`src/rtl/pc_trap_pkg.sv`:
```
package pc_trap_pkg;

  // Strobes from the control decision to the address datapath.
  typedef struct packed {
    logic load;        // an instruction retires this cycle
    logic takeBranch;  // redirect to branch target
    logic takeTrap;    // redirect to trap vector and save state
    logic useDefVec;   // trap vector is the built-in default
  } pcCtl_t;

endpackage

```
`src/rtl/pc_trap_ctrl.sv`:
```
module pc_trap_ctrl
  import pc_trap_pkg::*;
(
  input  logic   retire,
  input  logic   branchTaken,
  input  logic   trapReq,
  input  logic   trapUseVec,
  output pcCtl_t ctl
);

  // A trap wins over a branch from the same instruction; both need retire.
  always_comb begin
    ctl.load       = retire;
    ctl.takeTrap   = retire & trapReq;
    ctl.takeBranch = retire & branchTaken & ~trapReq;
    ctl.useDefVec  = ~trapUseVec;
  end

endmodule

```
`src/rtl/pc_trap_dp.sv`:
```
module pc_trap_dp
  import pc_trap_pkg::*;
#(
  parameter int                ADDR_W  = 64,
  parameter int                STEP    = 4,
  parameter logic [ADDR_W-1:0] DEF_VEC = 'h700,
  localparam int               CAUSE_W = $clog2(ADDR_W)
) (
  input  logic               clk,
  input  logic               rstN,
  input  logic [ADDR_W-1:0]  startAddr,
  input  pcCtl_t             ctl,
  input  logic [ADDR_W-1:0]  branchTarget,
  input  logic [ADDR_W-1:0]  trapVec,
  input  logic [CAUSE_W-1:0] trapCause,
  output logic [ADDR_W-1:0]  cia,
  output logic [ADDR_W-1:0]  nia,
  output logic [ADDR_W-1:0]  srr0,
  output logic [ADDR_W-1:0]  srr1,
  output logic [ADDR_W-1:0]  msr
);

  localparam logic [ADDR_W-1:0] STEP_V = ADDR_W'(STEP);

  logic [ADDR_W-1:0] vecSel;
  logic [ADDR_W-1:0] ciaNext;
  logic [ADDR_W-1:0] causeMask;

  assign vecSel = ctl.useDefVec ? DEF_VEC : trapVec;

  always_comb begin
    if (ctl.takeTrap)        ciaNext = vecSel;
    else if (ctl.takeBranch) ciaNext = branchTarget;
    else                     ciaNext = nia;
  end

  // Cause index counts from the MSB: index k maps to LSB position W-1-k.
  for (genvar i = 0; i < ADDR_W; i++) begin : g_cause
    assign causeMask[i] = (trapCause == CAUSE_W'(ADDR_W - 1 - i));
  end

  always_ff @(posedge clk) begin
    if (!rstN) begin
      cia  <= startAddr;
      nia  <= startAddr + STEP_V;
      srr0 <= '0;
      srr1 <= '0;
      msr  <= '0;
    end else if (ctl.load) begin
      cia <= ciaNext;
      nia <= ciaNext + STEP_V;
      if (ctl.takeTrap) begin
        srr0 <= cia;
        srr1 <= msr;
        msr  <= msr | causeMask;
      end
    end
  end

endmodule

```
`src/rtl/instr_addr_unit.sv`:
```
module instr_addr_unit
  import pc_trap_pkg::*;
#(
  parameter int                ADDR_W  = 64,
  parameter int                STEP    = 4,
  parameter logic [ADDR_W-1:0] DEF_VEC = 'h700,
  localparam int               CAUSE_W = $clog2(ADDR_W)
) (
  input  logic               clk,
  input  logic               rstN,
  input  logic [ADDR_W-1:0]  startAddr,
  input  logic               retire,
  input  logic               branchTaken,
  input  logic [ADDR_W-1:0]  branchTarget,
  input  logic               trapReq,
  input  logic               trapUseVec,
  input  logic [ADDR_W-1:0]  trapVec,
  input  logic [CAUSE_W-1:0] trapCause,
  output logic [ADDR_W-1:0]  cia,
  output logic [ADDR_W-1:0]  nia,
  output logic [ADDR_W-1:0]  srr0,
  output logic [ADDR_W-1:0]  srr1,
  output logic [ADDR_W-1:0]  msr
);

  pcCtl_t ctl;

  pc_trap_ctrl u_ctrl (
    .retire      (retire),
    .branchTaken (branchTaken),
    .trapReq     (trapReq),
    .trapUseVec  (trapUseVec),
    .ctl         (ctl)
  );

  pc_trap_dp #(
    .ADDR_W  (ADDR_W),
    .STEP    (STEP),
    .DEF_VEC (DEF_VEC)
  ) u_dp (
    .clk          (clk),
    .rstN         (rstN),
    .startAddr    (startAddr),
    .ctl          (ctl),
    .branchTarget (branchTarget),
    .trapVec      (trapVec),
    .trapCause    (trapCause),
    .cia          (cia),
    .nia          (nia),
    .srr0         (srr0),
    .srr1         (srr1),
    .msr          (msr)
  );

endmodule

```
`config.mk`:
```
export PLATFORM = sky130hd
export DESIGN_NAME = instr_addr_unit
export DESIGN_NICKNAME = d
export VERILOG_FILES = /design/src/rtl/pc_trap_pkg.sv /design/src/rtl/pc_trap_ctrl.sv /design/src/rtl/pc_trap_dp.sv /design/src/rtl/instr_addr_unit.sv
export SDC_FILE = /design/constraint.sdc
export NUM_CORES = 1
export LEC_CHECK = 0
export BUFFER_PORTS_ARGS = -buffer_cell sky130_fd_sc_hd__buf_2
export CORE_AREA = 2 2 201 203
export CTS_CLUSTER_DIAMETER = 150
export DETAILED_ROUTE_END_ITERATION = 10
export DIE_AREA = 0 0 203 205
export PLACE_DENSITY_LB_ADDON = 0.08
export SYNTH_ARGS = -nofsm -noshare
export SYNTH_HDL_FRONTEND = slang
export SYNTH_SLANG_ARGS = --single-unit
```
`constraint.sdc`:
```
create_clock -name clk -period 5.2 [get_ports clk]
set_clock_uncertainty 0.15 [all_clocks]
set_input_delay 0.78 -clock clk [delete_from_list [all_inputs] [get_ports clk]]
set_output_delay 0.78 -clock clk [all_outputs]
set_load 0.03 [all_outputs]
```
==> flow_summary.ini, run 1 <==
[clock_tree]
clk_pin_slew_worst_paths_ns = 0.06
hold_buffers = 0
cts_max_level = 2
cts_buffers = 39
clock_path_buffers = 3
cts_setup_buffers = 0
cts_tree = done
clk_latency_ns = 0.55
cts-root-buf = clkbuf_16
clock_sinks = 318
cts_resized = 0

[logic_synthesis]
seq_area_frac_synth_pct = 54.8
async_reset_ff_share_pct = 0
yosys.cell_types.count = 76
yosysWarnings = 0
avgSynthCellArea_sq_um = 9.42
synthCells = 1477
synth_edf_count = 126
synth_area_sq_mm = 0.0139
synth_nets = 1682
synth-seq-cells = 318
yosys_most_used_dff = dfxtp_1

[global_route]
met3_usage_pct = 5.58
first_global_vias = 12600
antenna_found_initial = 10
grt_max_degree = 125
grt_pass1_wl_mm = 80.4
grt_use_total_pct = 26.0
grt_use_met2_pct = 44.8
top_usage_layer = met2
grt_overflow = 0
use_met1_pct = 30.6

[setup_path]
critPathArrivalTime_ns = 4.14
critPathKind = primary input to flip-flop
required_ns = 5.34
worst-path-max-fanout = 21
start_kind = primary input
crit_path_end_kind = flip-flop

[sta]
worst_pin_slew_ns = 1.08
maxSlewHeadroom_pct = 27.8
grt_setup_unrepaired = no
finalHoldViolCount = 0
fmax_mhz = 250
finalSetupTns_ns = 0
period_needed_ns = 4.00
post-route-period-util_pct = 76.9
setup_violations = 0
drv_slew = 0

[die]
fp-row-count = 73
die_x_um = 203
die-area_sq_mm = 0.0416
dieHeight_um = 205
io-pin-count = 524
fp.coreArea_sq_mm = 0.0394
start_util_pct = 35.4

[finish]
syn2layout_area_growth_pct = 31.6
nNetsFinal = 2167
fillerInstances = 3924
final_common_cell = buf_2
final_cell_mix = buf_2 (522), nand2_1 (289), a21oi_1 (203)
fin_area_sq_mm = 0.0183
area.sequential_sq_mm = 0.00763
drive_gt1_share_pct = 32.7
multi_input_comb_area_sq_mm = 0.00571

[place]
dpl_cell_area_sq_mm = 0.0169
gp_congestion = 0.922
place_hpwl_mm = 41.9
port_buffers = 523

[power_and_ir_drop]
leakage_nw = 7.79
peakVddDrop_mv = 0.281
p_per_area_mw_per_mm2 = 375

[worst_hold_path]
min_path_type = flip-flop to flip-flop

[route]
vias_per_cell = 5.24
routedWlPerCell_um = 22.3
dr.pass1.iters = 5
drt-initial-drc-count = 963
ant_nets = 0
drc_errors = 0
drt_wl_total_mm = 56.2
via_count = 13200

[flow_run]
maxCapViolCount = 0

[status]
status = finished, final reports clean
## power breakdown
group / internal, mW / switching [mW]
clock: 1.79 / 1.12
sequential: 2.77 / 0.124
combinational: 0.319 / 0.754
## logic make-up after synthesis
kind of cell,share of synthesized area [%]
AOI/OAI and AO/OA,16.1
muxes,0.746
adders and majority gates,0.0899
and+or+nand+nor,20.1
DFF,54.8
buffers and inverters,4.46
xor gates and xnor gates,3.71
## critical path, stage by stage
cell and delay, ns:
buf_2 0.36, and3_2 0.55, buf_4 0.29, and3_1 0.18
a211oi_1 0.09, nor4_1 0.48, nand2_1 0.21, nor4_4 0.80
nand4_1 0.21, xnor2_1 0.17
## sequential cells by signal, indices dropped and copies added, names as in the netlist
name	flops
u_dp.msr	64
u_dp.nia	64
u_dp.srr0	64
u_dp.srr1	64
u_dp.cia	62
## area by class of cell
cell class / instances / share of cell area, %
repair buffers: 548 / 15.3
clock buffers: 50 / 5.94
clock inverters: 22 / 1.56
diodes: 7 / 0.0956
well taps: 525 / 3.59
inverters: 31 / 0.676
multi-input cells: 1024 / 31.2
flip-flops and latches: 318 / 41.6
## through the flow
step / hold slack (ns) / total power, mW / setup WS (ns) / utilization, % / std cells
floorplan: 0.434 / 3.59 / 1.08 / - / 1477
global placement: 0.288 / 4.02 / 0.670 / 43.0 / 2446
detailed placement: 0.294 / 4.02 / 0.615 / 43.0 / 2446
CTS: 0.302 / 6.94 / 1.20 / 46.5 / 2518
global route: 0.314 / 7.09 / 0.952 / 46.5 / 2522
finish: 0.300 / 6.87 / 1.20 / 46.5 / 2525
## cell usage after synthesis (14+ instances only)
| cell | number | area, sq um |
|---|---|---|
| a21oi_1 | 203 | 1020 |
| a221o_1 | 19 | 190 |
| a32o_1 | 17 | 170 |
| and3_1 | 20 | 125 |
| buf_2 | 19 | 95.1 |
| buf_4 | 18 | 135 |
| clkbuf_1 | 59 | 221 |
| dfxtp_1 | 192 | 3840 |
| edfxtp_1 | 126 | 3780 |
| inv_1 | 28 | 105 |
| nand2_1 | 291 | 1090 |
| nand3_1 | 33 | 165 |
| nand4_1 | 18 | 113 |
| nor2_1 | 154 | 578 |
| o22ai_1 | 14 | 87.6 |
| xnor2_1 | 53 | 464 |
## final timing paths
| check | from | end | slack, ns | cells past startpoint |
|---|---|---|---|---|
| setup / recovery | retire | u_dp.nia[51] | 1.20 | 10 |
| hold reg to reg | u_dp.srr1[22] | u_dp.srr1[22] | 0.30 | 2 |
| setup reg to reg | u_dp.nia[4] | u_dp.nia[51] | 2.06 | 8 |
| hold / removal | u_dp.srr1[22] | u_dp.srr1[22] | 0.30 | 2 |
## routing by layer
layer | up-vias | share of wire, %
met3 | 125 | 7.3
met5 | - | 0.066
met1 | 6316 | 39
li1 | 6191 | -
met4 | 6 | 4.4
met2 | 604 | 49
Power figures use the tool's default switching activity.
==> run 2, diff against run 1 <==
--- a/config.mk
+++ b/config.mk
@@ -5,11 +5,12 @@
 export SDC_FILE = /design/constraint.sdc
 export NUM_CORES = 1
 export LEC_CHECK = 0
+export ABC_AREA = 1
 export BUFFER_PORTS_ARGS = -buffer_cell sky130_fd_sc_hd__buf_2
-export CORE_AREA = 2 2 201 203
+export CORE_AREA = 2 2 204 206
 export CTS_CLUSTER_DIAMETER = 150
 export DETAILED_ROUTE_END_ITERATION = 10
-export DIE_AREA = 0 0 203 205
+export DIE_AREA = 0 0 206 208
 export PLACE_DENSITY_LB_ADDON = 0.08
 export SYNTH_ARGS = -nofsm -noshare
 export SYNTH_HDL_FRONTEND = slang
==> constraint.sdc (replaced) <==
create_clock -name clk -period 3.4 [get_ports clk]
set_clock_uncertainty 0.15 [all_clocks]
set_input_delay 0.51 -clock clk [delete_from_list [all_inputs] [get_ports clk]]
set_output_delay 0.51 -clock clk [all_outputs]
set_load 0.03 [all_outputs]
==> run 2 against run 1 <==
Net effect:
- clock power grew 36%
- highest routed layer unchanged
- combinational power up 94%
- critical path type unchanged
- die area up 3.0%
==> flow_summary.ini, run 2 <==
[clock_tree]
clk_pin_slew_worst_paths_ns = 0.06
cts_buffers = 38
clock_path_buffers = 3
cts_tree = done
clk_latency_ns = 0.56
cts_max_level = 2
cts_resized = 0
clock_sinks = 318
cts_setup_buffers = 0
cts-root-buf = clkbuf_16
hold_buffers = 0

[logic_synthesis]
synth_top_cell_by_area = dfxtp_1
async_reset_ff_share_pct = 0
synth-seq-cells = 318
synth_area_sq_mm = 0.0155
yosys.cell_types.count = 39
seq_area_frac_synth_pct = 49.2
yosys_most_used_dff = dfxtp_1
synth_most_common_cell = nor2_1
netlist.area_leader.share_pct = 24.8
synth_edf_count = 126
avgSynthCellArea_sq_um = 7.46
synth_nets = 2283
synthCells = 2078
yosysWarnings = 0
synth_common_cells = nor2_1 (470), nand2_1 (453), inv_1 (196)
yosys-top-cells-area = dfxtp_1 (25%), edfxtp_1 (24%), nor2_1 (11%), nand2_1 (11%), inv_1 (4.7%)

[power_and_ir_drop]
p_clk_share_pct = 37.6
swShare_pct = 31.8
seq_power_share_pct = 42.7
p_per_area_mw_per_mm2 = 527
combPwrFrac_pct = 19.7
peakVddDrop_mv = 0.289
leakage_nw = 9.71
intPower_mw = 7.18
switchingPower_mw = 3.34

[global_route]
grt_use_total_pct = 29.2
grt_overflow = 0
grt_pass1_wl_mm = 93.9
antenna_found_initial = 2
first_global_vias = 14900
grt_max_degree = 90

[route]
ant_nets = 0
drc_errors = 0
drt_wl_total_mm = 64.2
drt-initial-drc-count = 1183
dr.pass1.iters = 6
routedWlPerCell_um = 20.3
vias_per_cell = 4.97
via_count = 15700

[setup_path]
crit_path_end_kind = flip-flop
r2r_setup_slack_ns = 0.83
start_kind = primary input
worstPathCellList = buf_2 > nand2_4 > nor2_4 > buf_4 > a21oi_1 > nand2_1 > nand2_1 > nor2_1 > buf_4 > nand3_1 > nor2_2 > nand3_1 > nand2_1 > inv_1
cpMaxStageDelayCell = nor2_1
path_buf_inv = 4
path_delay_family = simple AND/OR/NAND/NOR gates
critPathArrivalTime_ns = 2.99
cpPeakStageDelay_ns = 0.51
cpMostUsedCell = nand2_1
required_ns = 3.55
critPathKind = primary input to flip-flop
worst-path-max-fanout = 13

[die]
fp-row-count = 74
io-pin-count = 524
die-area_sq_mm = 0.0428
die_x_um = 206
fp.coreArea_sq_mm = 0.0406
dieHeight_um = 208
start_util_pct = 38.2

[sta]
fmax_mhz = 351
post-route-period-util_pct = 83.8
period_needed_ns = 2.85
setup_violations = 0
worst_pin_slew_ns = 1.11
drv_slew = 0
maxSlewHeadroom_pct = 25.4
finalHoldViolCount = 0
grt_setup_unrepaired = no
layout_setup_ws_ns = 0.552

[finish]
syn2layout_area_growth_pct = 28.9
drive_gt1_share_pct = 28.4
final_common_cell = buf_2
layout.core_utilization_pct = 49.3
nNetsFinal = 2800
final_cell_mix = buf_2 (522), nor2_1 (470), nand2_1 (453)

[place]
gp_congestion = 0.924
place_hpwl_mm = 50.3
port_buffers = 523
post-place-ws_ns = -0.0388

[flow_run]
maxCapViolCount = 0

[worst_hold_path]
min_path_type = primary input to flip-flop

[status]
status = finished, final reports clean
run 2: cell types whose count changed after synthesis, moves of 37 or more:
cell and change:
inv_1 +168, nor2_1 +316, a21oi_1 -93, nor2_2 +37
nand2_1 +162, o21ai_0 +118, nand2_2 +39, xnor2_1 -43
nand3_1 +56
run 2: power by group through the flow:
stage / registers (mW) / clock network, mW / logic [mW]
after global placement: 4.58 / 0 / 2.07
after detailed placement: 4.57 / 0 / 2.08
final: 4.49 / 3.95 / 2.08
after global routing: 4.52 / 4.18 / 2.25
after CTS: 4.50 / 4.04 / 2.09
after floorplan: 5.04 / 0 / 0.790
run 2: cell type report:
class	count	area, sq um
Inverter	215	812
Antenna cell	2	5.00
Multi-Input combinational cell	1452	6600
Clock inverter	8	65.1
Sequential cell	318	7630
Tap cell	532	666
Fill cell	4175	20600
Clock buffer	58	1130
Timing Repair Buffer	570	3060
run 2: final timing paths:
| path | startpoint | endpoint | cells after the start |
|---|---|---|---|
| worst max-delay path | retire | u_dp.nia[35] | 14 |
| worst min-delay path | startAddr[0] | u_dp.nia[0] | 3 |
| worst max register to register | u_dp.nia[2] | u_dp.nia[35] | 13 |
| worst min register to register | u_dp.srr1[14] | u_dp.srr1[14] | 2 |
run 2: metal layers:
layer  GRT usage [%]  part of all wire [%]
met1            37.5                    41
met2            51.0                    50
met3            3.68                   6.3
met4            8.62                   2.7
met5               0                 0.026
run 2: worst min-delay path, cell delays in order:
cell and delay, ns:
buf_2 0.07, nor2_1 0.03, a31oi_1 0.13
run 2: logic make-up (layout without fill, tap and decap cells):
kind of cell    after synthesis  in the layout  share of synthesized area, %
flops                       318            318                          49.2
xor+xnor                     27             27                          1.53
compound gates              279            279                          9.49
other cells                   0              2                             0
fa+ha+maj                     1              1                        0.0807
simple gates               1145           1145                          31.4
buf+inv                     308            851                          8.25
run 2: per-stage QoR:
step	hold slack (ns)	instances	setup TNS, ns	cell area [sq um]	total power, mW
after floorplan	0.443	2078	0	15500	5.83
after global placement	0.306	3087	-0.0709	18800	6.65
after detailed placement	0.318	3087	-0.0388	18800	6.65
after CTS	0.132	3153	0	20000	10.6
after global routing	0.166	3154	0	20000	11.0
final	0.158	3155	0	20000	10.5
==> run 3, diff against run 2 <==
==> constraint.sdc (replaced) <==
create_clock -name clk -period 2.5 [get_ports clk]
set_clock_uncertainty 0.15 [all_clocks]
set_input_delay 0.375 -clock clk [delete_from_list [all_inputs] [get_ports clk]]
set_output_delay 0.375 -clock clk [all_outputs]
set_load 0.03 [all_outputs]
==> run 3 against run 2 <==
Net effect:
- count of clock-buffer cells in the layout down 3
- combinational power up 50%
- via count up 2.8%
- register-to-register slack worse by 0.69 ns
- final area up 7.5%
- routed wire length down 1.8%
- global-route usage down 0.67 points
- setup slack worse by 0.41 ns
- die area unchanged
- highest routed layer unchanged
==> flow_summary.ini, run 3 (synthesis results as in run 2) <==
[status]
status = finished, final reports clean

[die]
fp.coreArea_sq_mm = 0.0406
start_util_pct = 38.2
die_x_um = 206
dieHeight_um = 208
io-pin-count = 524
fp-row-count = 74
die-area_sq_mm = 0.0428

[setup_path]
worst-path-max-fanout = 13
required_ns = 2.64
critPathKind = primary input to flip-flop
r2r_start = u_dp.nia[28]
startpoint = retire
r2r_setup_slack_ns = 0.14
crit_path_end_kind = flip-flop
ff2ff_path_depth = 11
start_kind = primary input
critPathArrivalTime_ns = 2.50
r2r-end = u_dp.nia[54]

[clock_tree]
clock_sinks = 318
clk_pin_slew_worst_paths_ns = 0.06
cts-root-buf = clkbuf_16
cts_max_level = 2
clk_latency_ns = 0.56
cts_buffers = 38
clock_path_buffers = 3
cts_tree = done

[finish]
fin_area_sq_mm = 0.0215
layout.core_utilization_pct = 53.0
stdcell_count = 3333
nNetsFinal = 2979
multi_input_comb_area_sq_mm = 0.00663
drive_gt1_share_pct = 33.4
final_common_cell = buf_2
syn2layout_area_growth_pct = 38.6
fillerInstances = 4089
area.sequential_sq_mm = 0.00763
final_cell_mix = buf_2 (522), nor2_1 (466), nand2_1 (451)

[route]
ant_nets = 0
drt_wl_total_mm = 63.0
vias_per_cell = 4.83
dr.pass1.iters = 5
drt-initial-drc-count = 1053
via_count = 16100
routedWlPerCell_um = 18.9
drc_errors = 0

[power_and_ir_drop]
total_power_mw = 14.7
leakage_nw = 10.6
p_per_area_mw_per_mm2 = 683
peakVddDrop_mv = 0.370

[place]
place_hpwl_mm = 50.9
gp_congestion = 0.944
dpl_cell_area_sq_mm = 0.0202
port_buffers = 523
dp.cells = 3265
post-place-ws_ns = -0.438

[global_route]
grt_use_total_pct = 28.6
grt_pass1_wl_mm = 92.5
grt_max_degree = 73
antenna_found_initial = 1
grt_overflow = 0
first_global_vias = 15200

[sta]
whs_ns = 0.0376
finalHoldViolCount = 0
finalSetupTns_ns = 0
setup_violations = 0
period_needed_ns = 2.36
grt_setup_unrepaired = no
post-route-period-util_pct = 94.3
drv_slew = 0
layout_setup_ws_ns = 0.142
fmax_mhz = 424
maxSlewHeadroom_pct = 14.2
worst_pin_slew_ns = 1.28

[worst_hold_path]
min_path_type = primary input to flip-flop
hold_path_depth = 3
min_to = u_dp.nia[0]
min_from = trapVec[0]

[flow_run]
maxCapViolCount = 0
[run 3: cell types whose count changed in the layout (fill, tap and decap cells not counted), sizes merged]
cell	change
dlygate4sd3	+1
inv	+2
bufinv	+1
buf	+178
clkinv	-1
clkbuf	-3
[run 3: routing by layer]
layer  up-vias  track usage (%)  part of all wire (%)
li1       7975                -                     -
met1      7514             37.2                    43
met2       542             49.7                    49
met3        82             3.29                   5.2
met4         2             7.98                   2.3
met5         -                0                 0.019
[run 3: layout make-up]
class / instances / share of cell area (%)
sequential: 318 / 35.5
clock buffer: 55 / 5.25
timing repair buffer: 749 / 21.0
antenna: 2 / 0.0233
tap: 532 / 3.10
inverter: 215 / 3.78
clock inverter: 10 / 0.460
multi-input combinational: 1452 / 30.9
[run 3: worst max path at each step]
| stage | endpoint | depth (start not counted) | slack (ns) |
|---|---|---|---|
| after floorplan | u_dp.cia[10] | 6 | 0.02 |
| after global placement | u_dp.nia[42] | 15 | -0.49 |
| after detailed placement | u_dp.nia[54] | 13 | -0.44 |
| after CTS | u_dp.nia[54] | 11 | 0.09 |
| after global routing | u_dp.nia[42] | 15 | 0.006 |
| final | u_dp.nia[54] | 13 | 0.14 |
[run 3: timing repair]
| item | in CTS | in global routing |
|---|---|---|
| setup buffers | 0 | 0 |
| setup endpoints to repair | 0 | 13 |
| endpoints found under the hold margin | 1 | 0 |
| gates resized for setup | 0 | 8 |
| hold buffers | 1 | 0 |
[run 3: power by group]
part / leakage (nW) / switching [mW] / internal [mW]
clock: 0.606 / 2.21 / 3.24
combinational: 7.16 / 2.07 / 1.04
sequential: 2.88 / 0.274 / 5.83
total: 10.6 / 4.56 / 10.1
[run 3: critical path: stages]
cell and delay (ns):
buf_2 0.20, nand3_2 0.12, buf_4 0.23, buf_4 0.15
o21a_1 0.17, nand2_2 0.17, nand2_1 0.13, nor2_2 0.21
nand2_1 0.17, nor2_2 0.23, nand2_1 0.12, o21ai_1 0.14
nand2_1 0.07
